[src/rtl/uart_regbank_pkg.sv]
package uart_regbank_pkg;

  localparam int REG_W    = 16;
  localparam int CHAR_W   = 8;
  localparam int NUM_REGS = 12;
  localparam int IDX_W    = $clog2(NUM_REGS);
  localparam int NUM_PLAIN = 6;

  typedef enum logic [IDX_W-1:0] {
    RI_DIVLO  = 4'd0,
    RI_DIVHI  = 4'd1,
    RI_GCTL   = 4'd2,
    RI_LINE   = 4'd3,
    RI_MODEM  = 4'd4,
    RI_LSTAT  = 4'd5,
    RI_MSTAT  = 4'd6,
    RI_SCRAT  = 4'd7,
    RI_IESET  = 4'd8,
    RI_IECLR  = 4'd9,
    RI_TXH    = 4'd10,
    RI_RXB    = 4'd11
  } reg_idx_e;

  localparam logic [1:0] SIZE_HALF = 2'd1;

  // line status bit positions
  localparam int LS_DR   = 0;
  localparam int LS_OE   = 1;
  localparam int LS_PE   = 2;
  localparam int LS_FE   = 3;
  localparam int LS_BI   = 4;
  localparam int LS_THRE = 5;
  localparam int LS_TEMT = 6;
  localparam int LS_TFI  = 7;
  localparam int IE_TXEMPTY = 1;

  localparam logic [CHAR_W-1:0] LS_STICKY_MASK =
    CHAR_W'((1 << LS_OE) | (1 << LS_PE) | (1 << LS_FE) | (1 << LS_BI) | (1 << LS_TFI));

  localparam logic [REG_W-1:0] DIVLO_RESET = 16'h0001;

  function automatic logic [REG_W-1:0] ie_or(input logic [REG_W-1:0] cur,
                                             input logic [REG_W-1:0] val);
    return cur | val;
  endfunction

  function automatic logic [REG_W-1:0] ie_andnot(input logic [REG_W-1:0] cur,
                                                 input logic [REG_W-1:0] val);
    return cur & ~val;
  endfunction

  function automatic logic [CHAR_W-1:0] sticky_next(input logic [CHAR_W-1:0] cur,
                                                    input logic [CHAR_W-1:0] clr,
                                                    input logic [CHAR_W-1:0] set);
    return ((cur & ~(clr & LS_STICKY_MASK)) | set) & LS_STICKY_MASK;
  endfunction

  function automatic logic [REG_W-1:0] lstat_view(input logic [CHAR_W-1:0] sticky,
                                                  input logic dr,
                                                  input logic thre,
                                                  input logic temt);
    logic [REG_W-1:0] v;
    v = {{(REG_W-CHAR_W){1'b0}}, sticky & LS_STICKY_MASK};
    v[LS_DR]   = dr;
    v[LS_THRE] = thre;
    v[LS_TEMT] = temt;
    return v;
  endfunction

endpackage

[src/rtl/uart_regbank_decode.sv]
module uart_regbank_decode
  import uart_regbank_pkg::*;
#(
  parameter int ADDR_W = 8
) (
  input  logic              req,
  input  logic [ADDR_W-1:0] addr,
  input  logic [1:0]        size,
  output reg_idx_e          idx,
  output logic              hit,
  output logic              fault
);
  localparam int WORD_W = ADDR_W - 2;

  logic [WORD_W-1:0] word;
  logic in_map, aligned, size_ok, legal;

  assign word    = addr[ADDR_W-1:2];
  assign in_map  = (word < WORD_W'(NUM_REGS));
  assign aligned = (addr[1:0] == 2'b00);
  assign size_ok = (size == SIZE_HALF);
  assign legal   = in_map & aligned & size_ok;
  assign idx     = reg_idx_e'(word[IDX_W-1:0]);
  assign hit     = req & legal;
  assign fault   = req & ~legal;
endmodule

[src/rtl/uart_regbank_status.sv]
module uart_regbank_status
  import uart_regbank_pkg::*;
(
  input  logic              clk,
  input  logic              rst_n,
  input  logic              lstat_wr,
  input  logic              mstat_wr,
  input  logic [CHAR_W-1:0] wbyte,
  input  logic              ev_oe,
  input  logic              ev_pe,
  input  logic              ev_fe,
  input  logic              ev_bi,
  input  logic              ev_scts,
  input  logic              live_temt,
  output logic [CHAR_W-1:0] sticky_q,
  output logic              scts_q,
  output logic              tfi_set
);
  logic              temt_hist_q;
  logic [CHAR_W-1:0] set_v;
  logic [CHAR_W-1:0] clr_v;

  assign tfi_set = live_temt & ~temt_hist_q;

  always_comb begin
    set_v         = '0;
    set_v[LS_OE]  = ev_oe;
    set_v[LS_PE]  = ev_pe;
    set_v[LS_FE]  = ev_fe;
    set_v[LS_BI]  = ev_bi;
    set_v[LS_TFI] = tfi_set;
    clr_v         = lstat_wr ? wbyte : '0;
  end

  always_ff @(posedge clk or negedge rst_n) begin
    if (!rst_n) begin
      temt_hist_q <= 1'b1;
      sticky_q    <= '0;
      scts_q      <= 1'b0;
    end else begin
      temt_hist_q <= live_temt;
      sticky_q    <= sticky_next(sticky_q, clr_v, set_v);
      scts_q      <= ev_scts | (scts_q & ~(mstat_wr & wbyte[0]));
    end
  end
endmodule

[src/rtl/uart_regbank_ie.sv]
module uart_regbank_ie
  import uart_regbank_pkg::*;
(
  input  logic             clk,
  input  logic             rst_n,
  input  logic             set_wr,
  input  logic             clr_wr,
  input  logic [REG_W-1:0] wdata,
  output logic [REG_W-1:0] ie_q
);
  always_ff @(posedge clk or negedge rst_n) begin
    if (!rst_n)      ie_q <= '0;
    else if (set_wr) ie_q <= ie_or(ie_q, wdata);
    else if (clr_wr) ie_q <= ie_andnot(ie_q, wdata);
  end
endmodule

[src/rtl/uart_regbank.sv]
module uart_regbank
  import uart_regbank_pkg::*;
#(
  parameter int ADDR_W = 8
) (
  input  logic              clk,
  input  logic              rst_n,
  input  logic              bus_req,
  input  logic              bus_we,
  input  logic [ADDR_W-1:0] bus_addr,
  input  logic [1:0]        bus_size,
  input  logic [15:0]       bus_wdata,
  output logic [15:0]       bus_rdata,
  output logic              bus_rvalid,
  output logic              bus_err,
  output logic              tx_push,
  output logic [7:0]        tx_byte,
  output logic              tx_irq,
  output logic              rx_pop,
  input  logic [7:0]        rx_byte,
  input  logic              core_dr,
  input  logic              core_thre,
  input  logic              core_temt,
  input  logic              core_oe,
  input  logic              core_pe,
  input  logic              core_fe,
  input  logic              core_bi,
  input  logic              core_scts,
  output logic [15:0]       div_lo,
  output logic [15:0]       div_hi,
  output logic [15:0]       gctl,
  output logic [15:0]       lcr,
  output logic [15:0]       mcr,
  output logic [15:0]       ier
);
  localparam reg_idx_e PLAIN_IDX [NUM_PLAIN] =
    '{RI_DIVLO, RI_DIVHI, RI_GCTL, RI_LINE, RI_MODEM, RI_SCRAT};

  // named internal events
  reg_idx_e          acc_idx;
  logic              acc_hit, acc_fault;
  logic              wr_hit, rd_hit;
  logic              wr_lstat, wr_mstat, wr_ieset, wr_ieclr, wr_txh;
  logic              rd_rxb;
  logic [CHAR_W-1:0] lsr_sticky;
  logic              scts_q;
  logic              tfi_set;
  logic [REG_W-1:0]  plain_q [NUM_PLAIN];
  logic [CHAR_W-1:0] txh_q;
  logic [REG_W-1:0]  rd_mux;

  uart_regbank_decode #(.ADDR_W(ADDR_W)) u_dec (
    .req   (bus_req),
    .addr  (bus_addr),
    .size  (bus_size),
    .idx   (acc_idx),
    .hit   (acc_hit),
    .fault (acc_fault)
  );

  assign wr_hit   = acc_hit & bus_we;
  assign rd_hit   = acc_hit & ~bus_we;
  assign wr_lstat = wr_hit & (acc_idx == RI_LSTAT);
  assign wr_mstat = wr_hit & (acc_idx == RI_MSTAT);
  assign wr_ieset = wr_hit & (acc_idx == RI_IESET);
  assign wr_ieclr = wr_hit & (acc_idx == RI_IECLR);
  assign wr_txh   = wr_hit & (acc_idx == RI_TXH);
  assign rd_rxb   = rd_hit & (acc_idx == RI_RXB);
  assign rx_pop   = rd_rxb;

  uart_regbank_status u_stat (
    .clk       (clk),
    .rst_n     (rst_n),
    .lstat_wr  (wr_lstat),
    .mstat_wr  (wr_mstat),
    .wbyte     (bus_wdata[CHAR_W-1:0]),
    .ev_oe     (core_oe),
    .ev_pe     (core_pe),
    .ev_fe     (core_fe),
    .ev_bi     (core_bi),
    .ev_scts   (core_scts),
    .live_temt (core_temt),
    .sticky_q  (lsr_sticky),
    .scts_q    (scts_q),
    .tfi_set   (tfi_set)
  );

  uart_regbank_ie u_ie (
    .clk    (clk),
    .rst_n  (rst_n),
    .set_wr (wr_ieset),
    .clr_wr (wr_ieclr),
    .wdata  (bus_wdata),
    .ie_q   (ier)
  );

  // plain storage registers
  for (genvar g = 0; g < NUM_PLAIN; g++) begin : g_plain
    localparam logic [REG_W-1:0] RST_VAL = (g == 0) ? DIVLO_RESET : '0;
    always_ff @(posedge clk or negedge rst_n) begin
      if (!rst_n)                                   plain_q[g] <= RST_VAL;
      else if (wr_hit && acc_idx == PLAIN_IDX[g])   plain_q[g] <= bus_wdata;
    end
  end

  assign div_lo = plain_q[0];
  assign div_hi = plain_q[1];
  assign gctl   = plain_q[2];
  assign lcr    = plain_q[3];
  assign mcr    = plain_q[4];

  always_ff @(posedge clk or negedge rst_n) begin
    if (!rst_n)      txh_q <= '0;
    else if (wr_txh) txh_q <= bus_wdata[CHAR_W-1:0];
  end

  always_comb begin
    rd_mux = '0;
    unique case (acc_idx)
      RI_DIVLO:          rd_mux = plain_q[0];
      RI_DIVHI:          rd_mux = plain_q[1];
      RI_GCTL:           rd_mux = plain_q[2];
      RI_LINE:           rd_mux = plain_q[3];
      RI_MODEM:          rd_mux = plain_q[4];
      RI_SCRAT:          rd_mux = plain_q[5];
      RI_LSTAT:          rd_mux = lstat_view(lsr_sticky, core_dr, core_thre, core_temt);
      RI_MSTAT:          rd_mux = {{(REG_W-1){1'b0}}, scts_q};
      RI_IESET, RI_IECLR: rd_mux = ier;
      RI_TXH:            rd_mux = {{(REG_W-CHAR_W){1'b0}}, txh_q};
      RI_RXB:            rd_mux = {{(REG_W-CHAR_W){1'b0}}, rx_byte};
      default:           rd_mux = '0;
    endcase
  end

  // response and transmit-side registers
  always_ff @(posedge clk or negedge rst_n) begin
    if (!rst_n) begin
      bus_rvalid <= 1'b0;
      bus_err    <= 1'b0;
      bus_rdata  <= '0;
      tx_push    <= 1'b0;
      tx_byte    <= '0;
      tx_irq     <= 1'b0;
    end else begin
      bus_rvalid <= bus_req;
      bus_err    <= acc_fault;
      bus_rdata  <= rd_hit ? rd_mux : '0;
      tx_push    <= wr_txh;
      tx_irq     <= wr_txh & ier[IE_TXEMPTY];
      if (wr_txh) tx_byte <= bus_wdata[CHAR_W-1:0];
    end
  end
endmodule

[config.mk]
export PLATFORM = sky130hd
export DESIGN_NAME = uart_regbank
export DESIGN_NICKNAME = d
export VERILOG_FILES = /design/src/rtl/uart_regbank_pkg.sv /design/src/rtl/uart_regbank_decode.sv /design/src/rtl/uart_regbank_status.sv /design/src/rtl/uart_regbank_ie.sv /design/src/rtl/uart_regbank.sv
export SDC_FILE = /design/constraint.sdc
export NUM_CORES = 1
export LEC_CHECK = 0
export BUFFER_PORTS_ARGS = -buffer_cell sky130_fd_sc_hd__buf_4
export CORE_MARGIN = 3
export CORE_UTILIZATION = 40
export CTS_CLUSTER_DIAMETER = 150
export CTS_CLUSTER_SIZE = 40
export DETAILED_ROUTE_END_ITERATION = 16
export PLACE_DENSITY = 0.67
export SLEW_MARGIN = 20
export SYNTH_ARGS = -nofsm -noshare
export SYNTH_HDL_FRONTEND = slang
export SYNTH_SLANG_ARGS = --single-unit
[constraint.sdc]
create_clock -name clk -period 2.9 [get_ports clk]
set_input_delay 0.58 -clock clk [delete_from_list [all_inputs] [get_ports clk]]
set_output_delay 0.58 -clock clk [all_outputs]
set_load 0.005 [all_outputs]
# After elaboration in Yosys (flattened, before gate mapping)
# Cells that the tools add are included.
# word_totals
latch_bits	0
ramBits	0
mem_count	0
output_inout_bits	125
romBits	0
ff_bits	147
# classes
n_eq_ne	12
n_addsub	0
n_reduce_logical	10
n_bitwise	27
magnitude_cmp	1
muxes	5
shifts	0
n_mul	0
div_mod_pow	0
# op_table
cell	n
case mux 16 bit (11 select lines)	1
two-way mux 16 bit	3
AND 1 bit	16
AND 16 bit	1
equality test 4 x 3 -> 1 bit, second input constant	4
equality test 4 bit, second input constant	4
inverter 16 bit	1
bitwise OR 16 bit	1
AND 8 bit	1
equality test 4 x 2 -> 1 bit, second input constant	2
two-way mux 8 bit	1
inverter 8 bit	1
bitwise OR 8 bit	1
logical AND 1 bit	6
less-than comparator 6 x 4 -> 1 bit, second input constant	1
equality test 4 x 1 -> 1 bit, second input constant	1
logical NOT 4 bit	1
inverter 1 bit	4
equality test 2 x 1 -> 1 bit, second input constant	1
logical NOT 2 bit	1
nonzero test 2 bit	1
OR reduction 2 bit	1
bitwise OR 1 bit	1

# Logic depth before layout (Yosys ltp)
# Gate-level depths: netlist (run 1).
# logic_depth
ltp_word	10
mapped_depth	7
mapped_depth_nobuf	4

# Cells and area by module
# Synthesis (run 1) repeated with hierarchy kept, for this count alone.
# hier_totals
hier_cells	577
area_unflattened_um2	7330.8
# modules_own_cells
mod	area_each_um2	cells_each	n_inst
uart_regbank	6332.3	491	1
uart_regbank_ie	648.1	52	1
uart_regbank_status	279.0	24	1
uart_regbank_decode	71.3	10	1

# Worst setup path after synthesis (run 1)
# OpenSTA, ideal clock, no wires.
# synth_timing
kind	input to register
startpoint	input bus_addr[0]
endpoint	register plain_q[10] (netlist bit)
setup_ns	0.125
path_slack_ns	0.563
path_stages	6
t_arrival_ns	2.212
cell_sequence	or4b_4 -> nor3_4 -> and2_1 -> buf_4 -> buf_6 -> mux2_2
# synth_via
elab_chain_cells	6
# synth_lines
element	line_no	text
start, declared	uart_regbank.sv:10	input logic [ADDR_W-1:0] bus_addr,
logical NOT 2 bit	uart_regbank_decode.sv:20	assign aligned = (addr[1:0] == 2'b00);
AND 1 bit (2 in series)	uart_regbank_decode.sv:22	assign legal = in_map & aligned & size_ok;
AND 1 bit	uart_regbank_decode.sv:24	assign hit = req & legal;
AND 1 bit	uart_regbank.sv:61	assign wr_hit = acc_hit & bus_we;
logical AND 1 bit	uart_regbank.sv:102	else if (wr_hit && acc_idx == PLAIN_IDX[g]) plain_q[g] <= bus_wdata;
end signal, assigned by index	uart_regbank.sv:102	
end, declared	uart_regbank.sv:48	logic [REG_W-1:0] plain_q [NUM_PLAIN];
# No other way between the ends.
# A chain may end at the register's enable or synchronous reset.

# Final worst setup path (run 1)
# layout_timing
startpoint	input bus_addr[0]
endpoint	output rx_pop
# layout_via
elab_chain_cells	6
# layout_lines
element	line_no	text
logical NOT 2 bit	uart_regbank_decode.sv:20	
AND 1 bit (2 in series)	uart_regbank_decode.sv:22	
AND 1 bit	uart_regbank_decode.sv:24	
AND 1 bit	uart_regbank.sv:62	assign rd_hit = acc_hit & ~bus_we;
AND 1 bit	uart_regbank.sv:68	assign rd_rxb = rd_hit & (acc_idx == RI_RXB);
end, declared	uart_regbank.sv:19	output logic rx_pop,
# No other way between the ends.

==> run summary, run 1 <==
Status -> completed
Critical R2R Launch -> gctl[5]
Vias post-DR -> 4871
Post-synth EDFFs -> 0
Total of warnings raised by yosys -> 0
Peak VDD IR -> 417 µV
Max cap viols -> 0
Crit path cell chain -> buf_4 -> or4b_4 -> nor2_1 -> nand3b_1 -> nor3_1 -> buf_4
Cells after DPL -> 841
Crit share post-route -> 87.9%
Total Nets Final -> 686
RSZ-0062 raised after global routing -> false
Skew final -> 0.00570 ns
Fmax -> 392 MHz
FF+latch count, synth -> 147
Gr usage total -> 20.9%
PortBufs -> 170
Initial antenna violation count -> 0
Minimum clock period -> 2.55 ns
Vias in the first global route -> 5109
Slowest cell on the critical path -> or4b_4
CP Launch Type -> input port
Clk pin slew, worst setup/hold paths -> 0.05 ns
Hold Vio Cnt, Final -> 0
DRT iter0 DRCs -> 487
N_diodes -> 0
Worst-Skew Late Latency -> 0.42 ns
Placeable Area -> 16900 µm²
Starting Density -> 41.8%
TritonCTS Buffers -> 17
Die H -> 139 µm
Setup TNS -> 0 ns
Data required, critical path -> 2.32 ns
Routed Antenna Nets -> 0
Critical path endpoint category -> output pin
Layout fillers -> 1487
Slew Limit Headroom -> 54.5%
DR top layer -> met4
Post-CTS Setup Inserts -> 0
Finished Layout Cells -> 873
GRT overflow -> 0
Wire length on met2 -> 10.3 mm
DR vias/cell -> 5.58
Pwr Density -> 498 nW/µm²
Hold Crit Class -> in2async
Die area -> 19300 µm²
Largest stage delay, worst path -> 0.58 ns
Area growth from synthesis to layout -> 21.2%
Reg2reg setup slack -> 1.66 ns
Synth cell types -> 44
Most frequent cells in the layout -> buf_4 (193), dfrtp_1 (145), mux2_2 (84)
Post-synthesis average cell area -> 13.1 µm²
Final HPWL DP -> 13.8 mm
Actual slew at the worst max-slew pin -> 0.683 ns
Crit-path most repeated cell -> buf_4
Clock sink total -> 147
Routability cong. -> 0.828
Die width -> 139 µm
Sequential fraction of the synthesis area -> 52.0%
Total power -> 4.27 mW
WL per Instance -> 23.3 µm
Drc violations -> 0
Final wirelength -> 20.3 mm
Synth Cell Area -> 7070 µm²
Crit Path Max Fanout -> 3
Drt first pass iters -> 7
Cells after synthesis -> 541
CP arrival -> 1.97 ns
Num rows -> 47
FF-to-FF End -> bus_rdata[5]
Share of cells above drive strength 1 -> 52.5%
Metal3 WL -> 1.33 mm
R2R cell count -> 3
Met1 Wirelength -> 8.27 mm
Global-route wire length before repair -> 31.1 mm
Slack of the critical path -> 0.351 ns
CTS tree -> yes
Hold WS -> 0.160 ns
# IOs -> 171
CTS H-Tree Depth -> 4
CP Class -> in2out
Main synth FF type -> dfrtp_1
Worst-case clock buffer depth -> 2
Leak -> 4.43 nW
Dpl ws -> 0.186 ns
Cts hold-fix bufs -> 0
Synth async-reset ratio -> 100%
Commonest non-fill, non-tap cell in the layout -> buf_4
Largest net degree at the start of global routing -> 71
Clk root buf -> clkbuf_16
Setup Viol. Count Final -> 0
Fin. max-slew vios -> 0
Syn Nets -> 587
CTS resizes -> 0
-- logic make-up after synthesis --
| group | count (synthesis) | synth area share (%) |
|---|---|---|
| AND/OR/NAND/NOR | 58 | 6.17 |
| buffers and inverters | 133 | 12.3 |
| multiplexers | 124 | 20.4 |
| AO/OA/AOI/OAI | 79 | 9.09 |
| flip-flops | 147 | 52.0 |
-- per-layer routing --
metal,vias to the layer above,track usage [%]
li1,2099,-
met1,2503,26.7
met2,228,34.6
met3,41,5.31
met4,0,7.57
met5,-,0
-- where the power goes --
group	switching (mW)	internal, mW	leakage, nW
clock network	0.810	1.13	0.245
logic	0.150	0.0962	2.26
registers	0.0110	2.07	1.93
total	0.971	3.30	4.43
-- final cells by class --
class	count	area, µm²	share of cell area (%)
inverters	19	71.3	0.832
clock buffers	27	483	5.63
clock inverters	5	30.0	0.350
well taps	220	275	3.21
repair buffers	194	1460	17.0
flip-flops and latches	147	3680	42.9
multi-input cells	261	2570	30.0
-- synthesized netlist by cell type (all sizes together) (3+ instances only) --
cell type / n / area, µm²
nor3: 3 / 37.5
dfrtp: 145 / 3630
nor2: 4 / 15.0
clkbuf: 20 / 75.1
a21o: 5 / 37.5
inv: 19 / 71.3
a221oi: 7 / 61.3
a222oi: 22 / 220
a22oi: 16 / 120
nand2: 25 / 150
a31oi: 15 / 93.8
nor4b: 3 / 47.5
mux2i: 20 / 200
mux2: 104 / 1250
nor3b: 4 / 30.0
buf: 94 / 721
a22o: 8 / 70.1
nand3: 6 / 30.0
-- worst max-delay path by stage --
stage	slack [ns]	to	from	cells past startpoint
4_1_cts	0.33	rx_pop	bus_addr[0]	6
6_report	0.35	rx_pop	bus_addr[0]	6
5_1_grt	0.25	rx_pop	bus_addr[0]	6
3_5_place_dp	0.19	tx_byte[7]	bus_addr[0]	6
3_3_place_gp	0.22	tx_byte[1]	bus_addr[0]	6
2_1_floorplan	0.56	plain_q[10]	bus_addr[0]	6
-- worst max-delay path, delay by kind of cell --
family                 cells  cell delay [ns]
AND/OR/NAND/NOR            4             1.13
buffers and inverters      2             0.26
-- per-stage QoR --
stage,utilization (%),area [µm²]
after CTS,50.6,8580
after floorplan,-,7070
after detailed placement,47.6,8060
after global placement,47.6,8060
final,50.6,8580
after global routing,50.6,8580
No activity file was read; power rests on OpenSTA's default activity.
==> inputs of run 2 (changes only) <==
--- a/config.mk
+++ b/config.mk
@@ -6,13 +6,16 @@
 export NUM_CORES = 1
 export LEC_CHECK = 0
 export BUFFER_PORTS_ARGS = -buffer_cell sky130_fd_sc_hd__buf_4
+export CELL_PAD_IN_SITES_DETAIL_PLACEMENT = 1
+export CELL_PAD_IN_SITES_GLOBAL_PLACEMENT = 2
 export CORE_MARGIN = 3
-export CORE_UTILIZATION = 40
+export CORE_UTILIZATION = 39
 export CTS_CLUSTER_DIAMETER = 150
 export CTS_CLUSTER_SIZE = 40
 export DETAILED_ROUTE_END_ITERATION = 16
-export PLACE_DENSITY = 0.67
+export PLACE_DENSITY = 0.9
 export SLEW_MARGIN = 20
 export SYNTH_ARGS = -nofsm -noshare
 export SYNTH_HDL_FRONTEND = slang
+export SYNTH_HIERARCHICAL = 1
 export SYNTH_SLANG_ARGS = --single-unit
==> run 2 against run 1 <==
Register-to-register slack worse by 0.38 ns. Clock-buffer cell count shrank 8. Flip-flop and latch count unchanged. Critical endpoint unchanged. Largest cell class unchanged.
==> run summary, run 2 <==
Worst-Skew Late Latency -> 0.42 ns (about the same)
Clk root buf -> clkbuf_16
Max cap viols -> 0 (unchanged)
TritonCTS Buffers -> 17 (unchanged)
WL per Instance -> 24.6 µm (+5.6%)
Drc violations -> 0 (unchanged)
Final HPWL DP -> 16.3 mm (+18%)
CTS H-Tree Depth -> 4 (unchanged)
Data required, critical path -> 2.32 ns (about the same)
Crit Path Max Fanout -> 6 (+3)
Actual slew at the worst max-slew pin -> 0.833 ns (+0.150 ns)
Minimum clock period -> 2.39 ns (-0.154 ns)
CTS tree -> yes
Slowest cell on the critical path -> and4_1
Setup Viol. Count Final -> 0 (unchanged)
Most frequent cells in the layout -> buf_4 (205), dfrtp_1 (145), mux2_2 (117)
PortBufs -> 170 (unchanged)
Die area -> 20400 µm² (+5.6%)
Post-synthesis average cell area -> 12.7 µm² (-2.5%)
Bufs and invs on worst path -> 2 (unchanged)
Post-CTS Setup Inserts -> 0 (unchanged)
Initial antenna violation count -> 0 (unchanged)
Final wirelength -> 22.7 mm (+12%)
Crit share post-route -> 82.6% (-5.3 points)
Routability cong. -> 0.858 (+3.6%)
Status -> completed
N_diodes -> 0 (unchanged)
Die H -> 143 µm (+2.8%)
DRT iter0 DRCs -> 318 (-35%)
Vias in the first global route -> 5717 (+12%)
Vias post-DR -> 5260 (+8.0%)
Peak VDD IR -> 402 µV (-3.8%)
Starting Density -> 40.1% (-1.7 points)
Die width -> 143 µm (+2.8%)
Largest net degree at the start of global routing -> 77 (+8.5%)
Crit path cell chain -> buf_4 -> nor4_2 -> and4_1 -> nand2b_1 -> nor3_1 -> buf_4
RSZ-0062 raised after global routing -> false
Critical path endpoint category -> output pin
CTS resizes -> 0 (unchanged)
Fin. max-slew vios -> 0 (unchanged)
Cells after synthesis -> 573 (+5.9%)
Global-route wire length before repair -> 34.6 mm (+11%)
Setup TNS -> 0 ns (unchanged)
Largest stage delay, worst path -> 0.33 ns (-0.25 ns)
DR vias/cell -> 5.70 (+2.1%)
Pwr Density -> 524 nW/µm² (+5.4%)
Total of warnings raised by yosys -> 6 (+6)
Drt first pass iters -> 7 (unchanged)
Num rows -> 49 (+4.3%)
Slack of the critical path -> 0.505 ns (+0.154 ns)
Fmax -> 418 MHz (+6.4%)
CP Class -> in2out
Hold Crit Class -> in2async
# IOs -> 171 (unchanged)
Cts hold-fix bufs -> 0 (unchanged)
Clock sink total -> 147 (unchanged)
Syn Nets -> 619 (+5.5%)
Gr usage total -> 22.4% (+1.5 points)
Hold Vio Cnt, Final -> 0 (unchanged)
GRT overflow -> 0 (unchanged)
Total Nets Final -> 727 (+6.0%)
CP arrival -> 1.81 ns (-0.16 ns)
CP Launch Type -> input port
Placeable Area -> 18200 µm² (+7.5%)
Worst-case clock buffer depth -> 2 (unchanged)
Commonest non-fill, non-tap cell in the layout -> buf_4
Leak -> 4.39 nW (-1.0%)
Area growth from synthesis to layout -> 21.9%
Share of cells above drive strength 1 -> 54.0% (+1.5 points)
Skew final -> 0.00892 ns (+0.00321 ns)
Routed Antenna Nets -> 0 (unchanged)
Slew Limit Headroom -> 44.5% (-10 points)
Dpl ws -> 0.251 ns (+0.0651 ns)
Synth Cell Area -> 7300 µm² (+3.3%)
Clk pin slew, worst setup/hold paths -> 0.06 ns (about the same)
Top delay family on crit path -> simple AND/OR/NAND/NOR gates
Crit-path most repeated cell -> buf_4
==> run 2: metal layers <==
layer,up-vias,routed length [µm],track usage [%]
li1,2234,-,-
met1,2765,9550,29.0
met2,226,10900,36.4
met3,35,1780,6.66
met4,0,434,7.25
met5,-,0,0
==> run 2: worst register-to-register path: cells and delay by family (launching register included) <==
family | cells | cell delay, ns
flip-flops | 1 | 0.43
multiplexers | 1 | 0.29
AO/OA/AOI/OAI | 2 | 0.76
==> run 2: through the flow <==
stage	hold WS (ns)	utilization (%)	std cells	power, mW	cell area [µm²]
after floorplan	0.284	-	573	2.22	7300
after global placement	0.465	45.5	891	2.38	8280
after detailed placement	0.472	45.5	891	2.39	8280
after CTS	0.0499	48.9	923	4.71	8910
after global routing	0.0632	48.9	923	4.82	8910
final	0.0494	48.9	923	4.67	8910
==> run 2: layout make-up <==
| type | count | area [µm²] |
|---|---|---|
| clock buffers | 19 | 453 |
| clock inverters | 13 | 170 |
| fillers | 1881 | 9300 |
| inverters | 2 | 7.51 |
| multi-input cells | 306 | 2740 |
| flip-flops and latches | 147 | 3680 |
| well taps | 229 | 287 |
| repair buffers | 207 | 1570 |
==> run 2: report_power, final <==
part	total, mW	internal [mW]	switching (mW)
registers	2.08	2.06	0.0109
logic	0.277	0.106	0.172
clock network	2.32	1.41	0.905
total	4.67	3.58	1.09
==> run 2: final timing paths <==
kind	start	end	slack, ns	cells after the start
max in group asynchronous	rst_n	div_lo[0]	2.03	2
worst min-delay path	rst_n	bus_rdata[7]	0.05	1
min in group clk	bus_req	bus_rvalid	0.29	1
worst max register to register	lcr[1]	bus_rdata[1]	1.28	3
worst min register to register	u_stat/sticky_q[3]	u_stat/sticky_q[3]	0.48	1
worst max-delay path	bus_addr[6]	rx_pop	0.51	6
